[src/rtl/scfi_pkg.sv]
package scfi_pkg;
  typedef enum logic [1:0] {
    ACT_HOLD = 2'd0,
    ACT_UP   = 2'd1,
    ACT_DOWN = 2'd2
  } scfi_act_t;
endpackage

[src/rtl/scfi_code_reg.sv]
module scfi_code_reg
  import scfi_pkg::*;
#(
  parameter int W       = 7,
  parameter int RST_LVL = 3
) (
  input  logic            clk,
  input  logic            rst_n,
  input  logic            step,
  input  scfi_act_t       act,
  output logic [W-1:0]    code
);
  localparam logic [W-1:0] RST_PAT = {W{1'b1}} >> (W - RST_LVL);

  always_ff @(posedge clk) begin
    if (!rst_n) begin
      code <= RST_PAT;
    end else if (step) begin
      case (act)
        ACT_UP:   code <= {code[W-2:0], 1'b1};
        ACT_DOWN: code <= {1'b0, code[W-1:1]};
        default:  code <= code;
      endcase
    end
  end

  // one contiguous run of ones from bit 0
  a_r5_therm_shape: assert property (@(posedge clk) disable iff (!rst_n)
    ((code & (code + 1'b1)) == '0));
  a_r5_top_sat: assert property (@(posedge clk) disable iff (!rst_n)
    (step && act == ACT_UP && (&code)) |=> (&code));
  a_r5_bottom_sat: assert property (@(posedge clk) disable iff (!rst_n)
    (step && act == ACT_DOWN && code == '0) |=> (code == '0));
  a_r2_grow: assert property (@(posedge clk) disable iff (!rst_n)
    (step && act == ACT_UP && !code[W-1]) |=>
      ($countones(code) == $countones($past(code)) + 1));
  a_r3_shrink: assert property (@(posedge clk) disable iff (!rst_n)
    (step && act == ACT_DOWN && code[0]) |=>
      ($countones(code) + 1 == $countones($past(code))));
  a_r4_hold_band: assert property (@(posedge clk) disable iff (!rst_n)
    (step && act == ACT_HOLD) |=> $stable(code));
endmodule

[src/rtl/scfi_rate_div.sv]
module scfi_rate_div #(
  parameter int MAXL = 7,
  parameter int SW   = 3
) (
  input  logic          clk,
  input  logic          rst_n,
  input  logic          en,
  input  logic [SW-1:0] eff_sel,
  output logic          step
);
  logic [SW-1:0] cnt;

  assign step = en && (cnt == '0);

  always_ff @(posedge clk) begin
    if (!rst_n) begin
      cnt <= '0;
    end else if (step) begin
      cnt <= SW'(MAXL) - eff_sel;
    end else if (en) begin
      cnt <= cnt - 1'b1;
    end
  end

  a_r8_span: assert property (@(posedge clk) disable iff (!rst_n)
    (int'(cnt) <= MAXL));
  a_r8_countdown: assert property (@(posedge clk) disable iff (!rst_n)
    (en && !step) |=> (cnt + 1'b1 == $past(cnt)));
  a_r9_freeze: assert property (@(posedge clk) disable iff (!rst_n)
    (!en) |=> $stable(cnt));
endmodule

[src/rtl/scfi_seg_dec.sv]
module scfi_seg_dec #(
  parameter int W        = 7,
  parameter int SW       = 3,
  parameter int SEG_N    = 3,
  parameter int SEG_STEP = 3
) (
  input  logic [W-1:0]     code,
  input  logic             warmup,
  output logic [SW-1:0]    sel,
  output logic [SEG_N-1:0] seg_en
);
  logic [SW-1:0] ones;

  always_comb begin
    ones = '0;
    for (int i = 0; i < W; i++) ones = ones + SW'(code[i]);
  end

  assign sel = warmup ? SW'(W) : ones;

  for (genvar k = 0; k < SEG_N; k++) begin : g_seg
    assign seg_en[k] = (int'(sel) >= k * SEG_STEP);
  end
endmodule

[src/rtl/sc_freq_integrator.sv]
module sc_freq_integrator
  import scfi_pkg::*;
#(
  parameter int CODE_W   = 7,
  parameter int RST_LVL  = 3,
  parameter int SEG_N    = 3,
  parameter int SEG_STEP = 3,
  localparam int SW      = $clog2(CODE_W + 1)
) (
  input  logic             clk,
  input  logic             rst_n,
  input  logic             en,
  input  logic             below_lo,
  input  logic             above_hi,
  input  logic             warmup,
  output logic [CODE_W-1:0] therm,
  output logic [SW-1:0]     period_sel,
  output logic [SEG_N-1:0]  seg_en
);
  scfi_act_t act;
  logic      step;

  always_comb begin
    if (below_lo && !above_hi)      act = ACT_UP;
    else if (above_hi && !below_lo) act = ACT_DOWN;
    else                            act = ACT_HOLD;
  end

  scfi_code_reg #(.W(CODE_W), .RST_LVL(RST_LVL)) u_code (
    .clk(clk), .rst_n(rst_n), .step(step), .act(act), .code(therm)
  );

  scfi_rate_div #(.MAXL(CODE_W), .SW(SW)) u_rate (
    .clk(clk), .rst_n(rst_n), .en(en), .eff_sel(period_sel), .step(step)
  );

  scfi_seg_dec #(.W(CODE_W), .SW(SW), .SEG_N(SEG_N), .SEG_STEP(SEG_STEP)) u_seg (
    .code(therm), .warmup(warmup), .sel(period_sel), .seg_en(seg_en)
  );

  a_r6_warm_max: assert property (@(posedge clk) disable iff (!rst_n)
    warmup |-> (int'(period_sel) == CODE_W && (&seg_en)));
  a_r6_warm_keeps_code: assert property (@(posedge clk) disable iff (!rst_n)
    (warmup && !below_lo && !above_hi) |=> $stable(therm));
  a_r7_seg_base: assert property (@(posedge clk) disable iff (!rst_n)
    seg_en[0]);
  a_r9_hold_off: assert property (@(posedge clk) disable iff (!rst_n)
    (!en) |=> $stable(therm));
endmodule

[config.mk]
export PLATFORM = sky130hd
export DESIGN_NAME = sc_freq_integrator
export DESIGN_NICKNAME = d
export VERILOG_FILES = /design/src/rtl/scfi_pkg.sv /design/src/rtl/scfi_code_reg.sv /design/src/rtl/scfi_rate_div.sv /design/src/rtl/scfi_seg_dec.sv /design/src/rtl/sc_freq_integrator.sv
export SDC_FILE = /design/constraint.sdc
export NUM_CORES = 1
export LEC_CHECK = 0
export BUFFER_PORTS_ARGS = -buffer_cell sky130_fd_sc_hd__buf_2
export CORE_MARGIN = 8
export CORE_UTILIZATION = 49
export DETAILED_ROUTE_END_ITERATION = 7
export GPL_TIMING_DRIVEN = 0
export MAX_ROUTING_LAYER = met4
export PLACE_DENSITY = 0.75
export SLEW_MARGIN = 0
export SYNTH_ARGS = -nofsm -noshare
export SYNTH_HDL_FRONTEND = slang
export SYNTH_HIERARCHICAL = 1
export SYNTH_SLANG_ARGS = --single-unit
[constraint.sdc]
create_clock -name clk -period 3.6 [get_ports clk]
set_input_delay 0 -clock clk [delete_from_list [all_inputs] [get_ports clk]]
set_output_delay 0 -clock clk [all_outputs]
set_load 0.01 [all_outputs]
Yosys cells after proc, flatten, opt, wreduce, memory -nomap -nowiden
Cells that the tools add are included.
{"block": "op_classes", "n_reduce_logical": 9, "add_sub_neg": 8, "n_eq_ne": 2, "n_mux": 6, "magnitude_cmp": 2}
{"cell": "$add 3x1->3", "n": 5}
{"cell": "$pmux 7 s2", "n": 1}
{"cell": "$mux 3", "n": 3}
{"cell": "$mux 2", "n": 2}
{"cell": "$reduce_bool 2->1", "n": 2}
{"cell": "$ge 3x2->1 const B", "n": 1}
{"cell": "$ge 3x3->1 const B", "n": 1}
{"cell": "$logic_and 1x1->1", "n": 3}
{"cell": "$logic_not 3->1", "n": 1}
{"cell": "$sub 3x1->3 const B", "n": 1}
{"cell": "$sub 3x3->3 const A", "n": 1}
{"cell": "$add 1x1->2", "n": 1}
{"cell": "$eq 2x1->1 const B", "n": 1}
{"cell": "$eq 2x2->1 const B", "n": 1}
{"cell": "$logic_not 1->1", "n": 2}
{"cell": "$reduce_and 2->1", "n": 1}
{"block": "word_totals", "register_bits": 10, "word_cells": 29, "out_inout_bits": 13, "input_bits": 6}

Depth between registers and ports, before layout
Gate-level depths: netlist of run 1.
{"block": "logic_depth", "depth_word": 9, "depth_mapped": 10, "depth_no_buf": 10}

By module
Netlist of run 1, hierarchy kept.
{"mod": "scfi_code_reg", "cells_each": 36, "area_per_inst_um2": 321.6, "seq_area_each_um2": 140.1, "n_inst": 1}
{"mod": "scfi_rate_div", "cells_each": 23, "area_per_inst_um2": 198.9, "seq_area_each_um2": 60.1, "n_inst": 1}
{"mod": "scfi_seg_dec", "cells_each": 19, "area_per_inst_um2": 156.4, "seq_area_each_um2": 0.0, "n_inst": 1}
{"mod": "sc_freq_integrator", "cells_each": 2, "area_per_inst_um2": 15.0, "seq_area_each_um2": 0.0, "n_inst": 1}

Worst setup path after synthesis of run 1
No wires, ideal clock.
{"block": "synth_timing", "kind": "register -> register", "start": "reg u_code.code[0]", "end": "reg u_rate.cnt[1]", "required_ns": 3.480, "synth_period_minus_slack_ns": 3.022, "path_buffers": 0, "t_arrival_ns": 2.902, "stages_incl_launch_ff": 10, "setup_ns": 0.120, "setup_slack_ns": 0.578, "path_cell_list": "dfxtp_1 inv_1 fa_1 fa_1 inv_1 fa_1 fa_1 or2_1 and3b_1 o31a_1"}
{"block": "synth_between", "elab_chain_cells": 9}
{"item": "start: declaration", "line_no": "scfi_code_reg.sv:11", "source": "output logic [W-1:0] code"}
{"item": "start signal: assignment", "line_no": "scfi_code_reg.sv:20", "source": "ACT_UP: code <= {code[W-2:0], 1'b1};"}
{"item": "start signal: assignment", "line_no": "scfi_code_reg.sv:21", "source": "ACT_DOWN: code <= {1'b0, code[W-1:1]};"}
{"item": "start signal: assignment", "line_no": "scfi_code_reg.sv:22", "source": "default: code <= code;"}
{"item": "$add 1x1->2", "line_no": "scfi_seg_dec.sv:16", "source": "for (int i = 0; i < W; i++) ones = ones + SW'(code[i]);"}
{"item": "$add 3x1->3 (5 in series)", "line_no": "scfi_seg_dec.sv:16"}
{"item": "$mux 3", "line_no": "scfi_seg_dec.sv:19", "source": "assign sel = warmup ? SW'(W) : ones;"}
{"item": "net period_sel[1]", "line_no": "sc_freq_integrator.sv:17", "source": "output logic [SW-1:0] period_sel,"}
{"item": "$sub 3x3->3", "line_no": "scfi_rate_div.sv:19", "source": "cnt <= SW'(MAXL) - eff_sel;"}
{"item": "$mux 3", "line_no": "scfi_rate_div.sv:18", "source": "end else if (step) begin"}
{"item": "end signal: assignment", "line_no": "scfi_rate_div.sv:19"}
{"item": "end signal: assignment", "line_no": "scfi_rate_div.sv:21", "source": "cnt <= cnt - 1'b1;"}
{"item": "end: declaration", "line_no": "scfi_rate_div.sv:11", "source": "logic [SW-1:0] cnt;"}
The timed path passes the listed nets, and every way through them passes these cells.
A chain may end at the register's enable or synchronous reset.

Final worst setup path of run 1
{"block": "layout_timing", "start": "reg u_code.code[1]", "end": "reg u_rate.cnt[1]"}
{"block": "layout_between", "elab_chain_cells": 9}
{"item": "$add 1x1->2", "line_no": "scfi_seg_dec.sv:16"}
{"item": "$add 3x1->3 (5 in series)", "line_no": "scfi_seg_dec.sv:16"}
{"item": "$mux 3", "line_no": "scfi_seg_dec.sv:19"}
{"item": "$sub 3x3->3", "line_no": "scfi_rate_div.sv:19"}
{"item": "$mux 3", "line_no": "scfi_rate_div.sv:18"}
Every way passes these cells.

==> results of run 1 <==
==> worst max-delay path: stages (launching register included) <==
cell	delay, ns
dfxtp_1	0.40
inv_1	0.08
fa_1	0.48
fa_1	0.49
inv_1	0.05
fa_1	0.37
fa_1	0.54
or2_1	0.13
and3b_1	0.19
o31a_1	0.23
==> area by class of cell <==
| class | instances | area share, % |
|---|---|---|
| multi-input cells | 55 | 50.7 |
| flip-flops and latches | 10 | 23.8 |
| repair buffers | 18 | 11.3 |
| inverters | 12 | 5.35 |
| clock buffers | 4 | 4.31 |
| plain buffers | 3 | 2.38 |
| well taps | 15 | 2.23 |
==> report_power, final <==
group          internal, mW  switching, mW  leakage (nW)  total [mW]
Sequential            0.126         0.0141        0.0816       0.140
Clock                0.0614         0.0410        0.0210       0.102
Combinational        0.0859         0.0919         0.286       0.178
Total                 0.273          0.147         0.389       0.420
==> cell usage after synthesis <==
cell      instances
nor2b_1           5
nand2_1           4
conb_1            1
a21o_1            1
and2_1            1
a21boi_1          1
inv_1            12
nor2b_4           1
nand3_1           1
and2b_2           1
o211ai_1          1
buf_4             2
a211oi_1          2
o31a_1            1
o221a_1           1
nand3b_1          1
a211o_1           1
a21boi_0          1
a21oi_1           4
ha_1              3
nor2_1            4
fa_1              4
buf_2             1
and3b_1           1
o21ai_1           6
nand2b_1          1
mux2i_1           3
dfxtp_1          10
or2_1             3
nor3b_1           2
==> flip-flops by register name, summed over array words and instances, names as in the netlist <==
name and count:
u_rate/cnt 3, u_code/code 7
==> path summary, 6_finish.rpt <==
check	start	end	depth (start not counted)
worst max-delay path	u_code/code[1]	u_rate/cnt[1]	9
worst max register to register	u_code/code[1]	u_rate/cnt[1]	9
worst min register to register	u_code/code[6]	u_code/code[6]	2
worst min-delay path	en	u_rate/cnt[2]	3
==> per-stage QoR <==
stage	area, um2	power (mW)	cells	util, %
floorplan	692	0.268	80	-
global placement	796	0.313	112	60.4
detailed placement	796	0.319	112	60.4
CTS	842	0.423	117	63.9
global route	842	0.453	117	63.9
finish	842	0.420	117	63.9
==> layout by cell type (no fill, tap or decap), drive strengths merged <==
cell / count
buf: 20
inv: 12
fa: 4
dfxtp: 10
o21ai: 6
a211oi: 2
o31a: 1
a21boi: 2
o211ai: 1
nand2: 4
a21o: 1
conb: 1
nand2b: 1
ha: 3
and2: 1
a211o: 1
or2: 3
nor3b: 2
and2b: 1
and3b: 1
dlygate4sd3: 1
nand3: 1
o221a: 1
nor2: 4
clkbuf: 4
mux2i: 3
nor2b: 6
a21oi: 4
nand3b: 1
==> timing repair <==
| action | in CTS | in global routing |
|---|---|---|
| setup buffers | 0 | 0 |
| setup endpoints to repair | 0 | 0 |
| hold buffers | 1 | 0 |
| endpoints found under the hold margin | 1 | 0 |
==> cell families after synthesis <==
kind of cell	count (synthesis)	share of synthesized area, %
AOI/OAI and AO/OA	19	17.9
adders and majority gates	7	17.0
buffers and inverters	15	9.40
DFF	10	28.9
muxes	3	4.34
other	1	0.542
and+or+nand+nor	25	21.9
==> routing by layer <==
metal / wire [um] / GRT usage (%)
met3: 151 / 3.31
met5: 0 / -
met4: 12 / 5.46
met2: 659 / 18.2
met1: 707 / 14.9
==> impl_metrics.toml, run 1 <==
[synth]
ys_seq_area_share_pct = 28.9
synthTopCellsByArea = "dfxtp_1, fa_1, inv_1"
synth_area_um2 = 692
ys_ff_latch = 10
yosysTopAreaCell = "dfxtp_1"
postSynthAreaPerCell_um2 = 8.65
synth_top_area_share_pct = 28.9
yosysUniqueCellTypes = 30
syn_inst = 80
yosysWarnings = 6
synth_nets = 93

[final_layout]
area_delta_synth_final_pct = 21.7
regArea_um2 = 200
fin_nets = 116
diodes = 0
fill_cells = 125
multi_input_area_um2 = 427
drive_gt1_share_pct = 25.5

[detailed_routing]
firstDrtPassIters = 4
drt_iter0_drc = 17
drc = 0
antenna_left = 0
routed_via_density = 5.40
dr_total_vias = 632
wirelength_um = 1530
routedWlPerCell_um = 13.1

[die]
core_area_um2 = 1320
die_x_um = 53.6
ios = 19
start_util_pct = 52.5
die_area_um2 = 2870
die_height_um = 53.6
num_rows = 13

[clock_tree]
insertion_delay_ns = 0.27
cts_resized = 0
clk_path_buf_depth = 2
htree_levels = 1
cts_buffers = 3
root_buffer = "clkbuf_4"
cts_tree = "done"
cts_num_sinks = 10
clkTransAtPathRegs_ns = 0.07

[pwr]
powerDensity_nw_per_um2 = 499
vdd_ir_drop_max_v = 0.000254
p_leak_nw = 0.389

[place]
dp_hpwl_um = 1140
dp_slack_ns = 0.527
port_buffers = 17
place.gp.congestion = 0.766

[sta]
rsz0062_at_grt = "false"
hold_viol = 0
drv_slew = 0
period_share_pct = 85.6
setup_violations = 0
hold-worst-slack_ns = 0.0657
fin_skew_ns = 0.00320
max_freq_mhz = 324
period_needed_ns = 3.08
setup_ws_ns = 0.517
fin_setup_tns_ns = 0

[job]
drv_cap = 0

[critical_path]
r2r_setup_slack_ns = 0.52
critPathMaxFanout = 5
start_kind = "flip-flop"
crit_arrival_ns = 3.25
endpoint_kind = "flip-flop"
required_ns = 3.76
criticalPathCategory = "reg -> reg"

[global_routing]
gr-total-overflow = 0
groute.usage.overall_pct = 12.1
grt_pass1_wl_um = 2600
grt_pass1_vias = 610
antenna_found_initial = 0
grt_max_degree = 11

[outcome]
status = "complete, no violations"

[worst_hold_path]
hold_class = "in -> reg"
No activity file was read; power rests on OpenSTA's default activity.
==> run 2, diff against run 1 <==
--- a/config.mk
+++ b/config.mk
@@ -7,11 +7,11 @@
 export LEC_CHECK = 0
 export BUFFER_PORTS_ARGS = -buffer_cell sky130_fd_sc_hd__buf_2
 export CORE_MARGIN = 8
-export CORE_UTILIZATION = 49
+export CORE_UTILIZATION = 45
 export DETAILED_ROUTE_END_ITERATION = 7
 export GPL_TIMING_DRIVEN = 0
 export MAX_ROUTING_LAYER = met4
-export PLACE_DENSITY = 0.75
+export PLACE_DENSITY = 0.73
 export SLEW_MARGIN = 0
 export SYNTH_ARGS = -nofsm -noshare
 export SYNTH_HDL_FRONTEND = slang
==> constraint.sdc (replaced) <==
create_clock -name clk -period 2.5 [get_ports clk]
set_input_delay 0 -clock clk [delete_from_list [all_inputs] [get_ports clk]]
set_output_delay 0 -clock clk [all_outputs]
set_load 0.01 [all_outputs]
==> run 2 against run 1 <==
  * The flow now finishes with violations (negative setup slack)
  * Critical path depth stayed put
  * Utilization decreased by 4.1 points
  * Sequential power up 42%
  * Setup slack got worse by 0.94 ns
  * Critical endpoint unchanged
  * Largest cell class unchanged
==> impl_metrics.toml, run 2 (synthesized netlist as in run 1, its figures left out) <==
[final_layout]
top_register = "u_code/code"
fin_nets = 118
final_common_cell = "buf_2"
reg.largest.list = "u_code/code: 7 flops, u_rate/cnt: 3 flops"
largest_reg_flops = 7
fin_area_um2 = 880
area_delta_synth_final_pct = 27.1
drive_gt1_share_pct = 35.6
fill_cells = 135
multi_input_area_um2 = 439
final_cell_mix = "buf_2, inv_1, dfxtp_1, o21ai_1"
layoutNonFillerInstCount = 120
diodes = 0
regArea_um2 = 209

[pwr]
p_clk_share_pct = 18.6
pwr-share-seq_pct = 32.8
combPwrFrac_pct = 48.6
powerDensity_nw_per_um2 = 688
finalPower_mw = 0.606
switchingPower_mw = 0.212
swShare_pct = 35.1
p_leak_nw = 0.399
p_int_mw = 0.393
vdd_ir_drop_max_v = 0.000396

[sta]
setup_violations = 6
drv_slew = 0
rsz0062_at_grt = "true"
period_share_pct = 117
period_needed_ns = 2.92
max_freq_mhz = 342
setup_ws_ns = -0.423
hold_viol = 0
hold-worst-slack_ns = 0.0166
fin_skew_ns = 0.00254

[worst_hold_path]
hold_class = "in -> reg"
min_to = "u_code/code[0]"
holdPathStages = 2
hold_start = "rst_n"

[die]
ios = 19
die_x_um = 55.2
die_area_um2 = 3050
start_util_pct = 47.0
num_rows = 14
die_height_um = 55.2
core_area_um2 = 1470

[outcome]
status = "complete, but fails checks"
violations = "negative setup slack"

[global_routing]
antenna_found_initial = 0
grtUsageMet1_pct = 10.8
grt_pass1_wl_um = 2480
gr-total-overflow = 0
top_usage_layer = "met2"
grt_max_degree = 11
grt_pass1_vias = 598
met3_usage_pct = 3.88
groute.usage.overall_pct = 10.0
grt_use_met2_pct = 15.1

[critical_path]
r2r_setup_slack_ns = -0.42
r2r-start = "u_code/code[0]"
start_kind = "flip-flop"
timing.rr.end = "u_rate/cnt[1]"
critPathLaunch = "u_code/code[0]"
required_ns = 2.66
criticalPathCategory = "reg -> reg"
max_stage_delay_ns = 0.55
critPathMaxFanout = 3
r2r_cells = 9
crit_arrival_ns = 3.08
cp_slowest_cell = "fa_2"
crit_chain = "inv_2 -> fa_1 -> fa_1 -> inv_1 -> fa_2 -> fa_2 -> or2_1 -> and3b_1 -> o31a_1"
endpoint_kind = "flip-flop"

[place]
placed_area_um2 = 816
port_buffers = 17
dp_cells = 113
place.gp.congestion = 0.740
dp_slack_ns = -0.445
dp_hpwl_um = 1090

[detailed_routing]
dr_total_vias = 617
antenna_left = 0
firstDrtPassIters = 2
drt_iter0_drc = 9
drc = 0
wirelength_um = 1400
routed_via_density = 5.14
routedWlPerCell_um = 11.6

[clock_tree]
clkTransAtPathRegs_ns = 0.06
htree_levels = 1
root_buffer = "clkbuf_4"
cts_num_sinks = 10
cts_buffers = 3
cts_tree = "done"
insertion_delay_ns = 0.26
clk_path_buf_depth = 2

[job]
drv_cap = 0
[run 2: cell types whose count changed in the layout (fill, tap and decap cells not counted), moves of 2 or more]
cell     delta
buf_4       +3
buf_6       +2
or2_1       -2
fa_1        -2
dfxtp_1     -3
or2_4       +2
fa_2        +2
dfxtp_4     +2
buf_2       -2
[run 2: per-layer routing]
layer	routed length, um	vias to the layer above
li1	-	313
met4	22	0
met1	691	283
met3	76	4
met2	607	17
met5	0	-
[run 2: power by group through the flow]
stage	clock, mW	combinational (mW)	sequential, mW
4_1_cts	0.120	0.285	0.199
3_3_place_gp	0	0.260	0.203
2_1_floorplan	0	0.194	0.205
6_report	0.113	0.294	0.199
5_1_grt	0.128	0.335	0.201
3_5_place_dp	0	0.268	0.204
[run 2: how the worst max path moves through the flow]
| stage | slack, ns | end | cells after the start |
|---|---|---|---|
| 2_1_floorplan | -0.45 | u_rate/cnt[1] | 9 |
| 3_3_place_gp | -0.43 | u_rate/cnt[1] | 9 |
| 3_5_place_dp | -0.45 | u_rate/cnt[1] | 9 |
| 4_1_cts | -0.42 | u_rate/cnt[1] | 9 |
| 5_1_grt | -0.54 | u_rate/cnt[1] | 9 |
| 6_report | -0.42 | u_rate/cnt[1] | 9 |
[run 2: cell type report]
cell class,instances,share of cell area (%)
Multi-Input combinational cell,55,49.9
Sequential cell,10,23.8
Timing Repair Buffer,20,13.7
Inverter,12,5.12
Clock buffer,3,2.56
Buffer,3,2.28
Tap cell,16,2.28
Clock inverter,1,0.427
[run 2: repair_timing]
item	CTS	global route
pin swaps	2	2
setup buffers	2	1
resized for setup	3	1
setup endpoints to repair	8	8
hold buffers	0	0
[run 2: worst max-delay path: cells and delay by family (launching register included)]
kind                       cells  cell delay, ns
AOI/OAI and AO/OA              1            0.23
adders and majority gates      4            1.85
buffers and inverters          2            0.09
DFF                            1            0.35
and+or+nand+nor                2            0.30
[run 2: per-stage QoR]
stage / setup TNS [ns] / utilization (%)
final: -1.89 / 59.8
after global routing: -2.75 / 59.8
after CTS: -1.90 / 59.1
after detailed placement: -0.958 / 55.4
after global placement: -0.856 / 55.4
after floorplan: -0.618 / -
==> run 3, diff against run 2 <==
--- a/config.mk
+++ b/config.mk
@@ -5,9 +5,10 @@
 export SDC_FILE = /design/constraint.sdc
 export NUM_CORES = 1
 export LEC_CHECK = 0
+export ABC_AREA = 1
 export BUFFER_PORTS_ARGS = -buffer_cell sky130_fd_sc_hd__buf_2
 export CORE_MARGIN = 8
-export CORE_UTILIZATION = 45
+export CORE_UTILIZATION = 46
 export DETAILED_ROUTE_END_ITERATION = 7
 export GPL_TIMING_DRIVEN = 0
 export MAX_ROUTING_LAYER = met4
==> run 3 against run 2 <==
  * Largest power group unchanged
  * Cell area increased by 8.1%
  * Power increased by 28%
  * First-iteration DRC count increased by 67%
  * Clock skew increased by 0.0040 ns
  * Global-route usage increased by 0.37 points
  * Count of clock-buffer cells in the layout increased by 1
  * Synthesized cell count increased by 51%
  * Hold slack improved by 0.0080 ns
  * The flow still finishes with violations (negative setup slack)
  * Sequential share of layout area decreased by 1.8 points
  * Setup slack improved by 0.11 ns
==> impl_metrics.toml, run 3 <==
[outcome]
status = "complete, but fails checks"
violations = "negative setup slack"

[final_layout]
diodes = 0
final_cell_mix = "nand2_1, inv_1, buf_2, nor2_1, dfxtp_1"
drive_gt1_share_pct = 30.1
area_delta_synth_final_pct = 24.6
final_common_cell = "nand2_1"
final_util_pct = 62.4
layoutNonFillerInstCount = 159
largest_reg_flops = 7
fin_area_um2 = 951
top_register = "u_code/code"
reg.largest.list = "u_code/code: 7 flops, u_rate/cnt: 3 flops"
fin_nets = 157

[synth]
yosysWarnings = 6
synth_top_family_by_area = "simple AND/OR/NAND/NOR gates"
synth_flop_cell = "dfxtp_1"
synthTopCellsByArea = "dfxtp_1, nand2_1, inv_1"
synthMuxAreaShare_pct = 0
synth-edff-count = 0
synth_fa_ha_area_share_pct = 15.4
synth_common_cells = "nand2_1, inv_1, nor2_1, dfxtp_1, a21oi_1"
syn_inst = 121
yosysMostFrequentCell = "nand2_1"
yosysTopAreaCell = "dfxtp_1"
postSynthAreaPerCell_um2 = 6.31
synth_top_area_share_pct = 26.2
ys_seq_area_share_pct = 26.2
yosys.area_share.simple_pct = 34.3
ys_ff_latch = 10
async_flop_share_pct = 0
synth_nets = 134
synth_xor_area_share_pct = 0
synth_compound_area_share_pct = 6.89
yosysUniqueCellTypes = 17
synth_area_um2 = 763

[place]
placed_area_um2 = 892
dp_cells = 154
port_buffers = 17
place.gp.congestion = 0.819
dp_slack_ns = -0.215
dp_hpwl_um = 1280

[global_routing]
groute.usage.overall_pct = 10.4
grtUsageMet1_pct = 12.2
grt_pass1_wl_um = 2800
grt_pass1_vias = 686
met3_usage_pct = 2.92
grt_max_degree = 9
gr-total-overflow = 0
top_usage_layer = "met2"
grt_use_met2_pct = 16.3
antenna_found_initial = 0

[critical_path]
endpoint_kind = "output port"
r2r_setup_slack_ns = -0.23
required_ns = 2.50
critPathMaxFanout = 5
criticalPathCategory = "reg -> out"
crit_arrival_ns = 2.82
start_kind = "flip-flop"

[sta]
period_needed_ns = 2.82
hold_viol = 0
setup_ws_ns = -0.316
rsz0062_at_grt = "true"
fin_skew_ns = 0.00659
max_freq_mhz = 355
setup_violations = 7
drv_slew = 0
period_share_pct = 113

[clock_tree]
clk_path_buf_depth = 2
cts_num_sinks = 10
clkTransAtPathRegs_ns = 0.07
root_buffer = "clkbuf_4"
cts_tree = "done"
htree_levels = 1
ctsHoldBuffers = 0
cts_buffers = 3
insertion_delay_ns = 0.26

[pwr]
finalPower_mw = 0.773
p_int_mw = 0.457
pwr-share-seq_pct = 26.9
swShare_pct = 40.8
switchingPower_mw = 0.316
p_clk_share_pct = 18.3
vdd_ir_drop_max_v = 0.000442
powerDensity_nw_per_um2 = 813
combPwrFrac_pct = 54.8
p_leak_nw = 0.543

[detailed_routing]
firstDrtPassIters = 4
routed_via_density = 4.55
antenna_left = 0
drc = 0
wirelength_um = 1620
routedWlPerCell_um = 10.2
dr_total_vias = 724
drt_iter0_drc = 15

[job]
drv_cap = 0

[worst_hold_path]
hold_class = "in -> reg"

[die]
die_x_um = 56.7
num_rows = 14
die_area_um2 = 3220
ios = 19
core_area_um2 = 1520
start_util_pct = 50.1
die_height_um = 56.7
==> run 3: kinds of logic (layout without fill, tap and decap cells) <==
group | count (synthesis) | in the layout
and+or+nand+nor | 60 | 60
DFF | 10 | 10
buffers and inverters | 33 | 55
AOI/OAI and AO/OA | 10 | 10
other | 1 | 1
adders and majority gates | 7 | 7
==> run 3: per-layer routing <==
metal / part of all wire, % / vias up
li1: - / 390
met1: 50 / 305
met2: 43 / 27
met3: 6.5 / 2
met4: 0.74 / 0
met5: 0 / -
==> run 3: repair_timing <==
item / in CTS / in global routing
pin swaps: 3 / 2
buffers inserted: 1 / 0
cloned: 0 / 0
setup endpoints to repair: 7 / 8
gates resized for setup: 4 / 2
==> run 3: layout make-up <==
class / instances / area, um2
clock buffer: 4 / 36.3
inverter: 32 / 120
tap: 16 / 20.0
sequential: 10 / 209
timing repair buffer: 18 / 105
buffer: 1 / 7.51
multi-input combinational: 78 / 453
fill: 143 / 573
==> run 3: power by group through the flow <==
stage	clock network, mW	logic (mW)	registers (mW)
after floorplan	0	0.281	0.214
after global placement	0	0.377	0.211
after detailed placement	0	0.396	0.212
after CTS	0.147	0.416	0.208
after global routing	0.154	0.494	0.212
final	0.141	0.424	0.208
==> run 3: path summary, 6_finish.rpt <==
| kind | startpoint | endpoint | cells past startpoint |
|---|---|---|---|
| max reg2reg | u_code/code[1] | u_rate/cnt[1] | 11 |
| min | rst_n | u_code/code[3] | 3 |
| max | u_code/code[1] | seg_en[2] | 9 |
| min reg2reg | u_rate/cnt[2] | u_rate/cnt[2] | 2 |
==> run 3: critical path: stages (launching register included) <==
cell,delay [ns]
dfxtp_4,0.37
inv_2,0.04
fa_1,0.46
fa_1,0.50
inv_1,0.05
fa_2,0.34
fa_2,0.55
nor2_2,0.04
nor2_1,0.08
buf_2,0.13
==> run 3: metrics by stage <==
step                      hold slack (ns)  setup TNS [ns]
after floorplan                    0.0837          -0.298
after detailed placement            0.293          -0.497
after global routing               0.0152           -2.23
after CTS                          0.0122           -1.53
after global placement              0.286          -0.329
final                              0.0246           -1.47
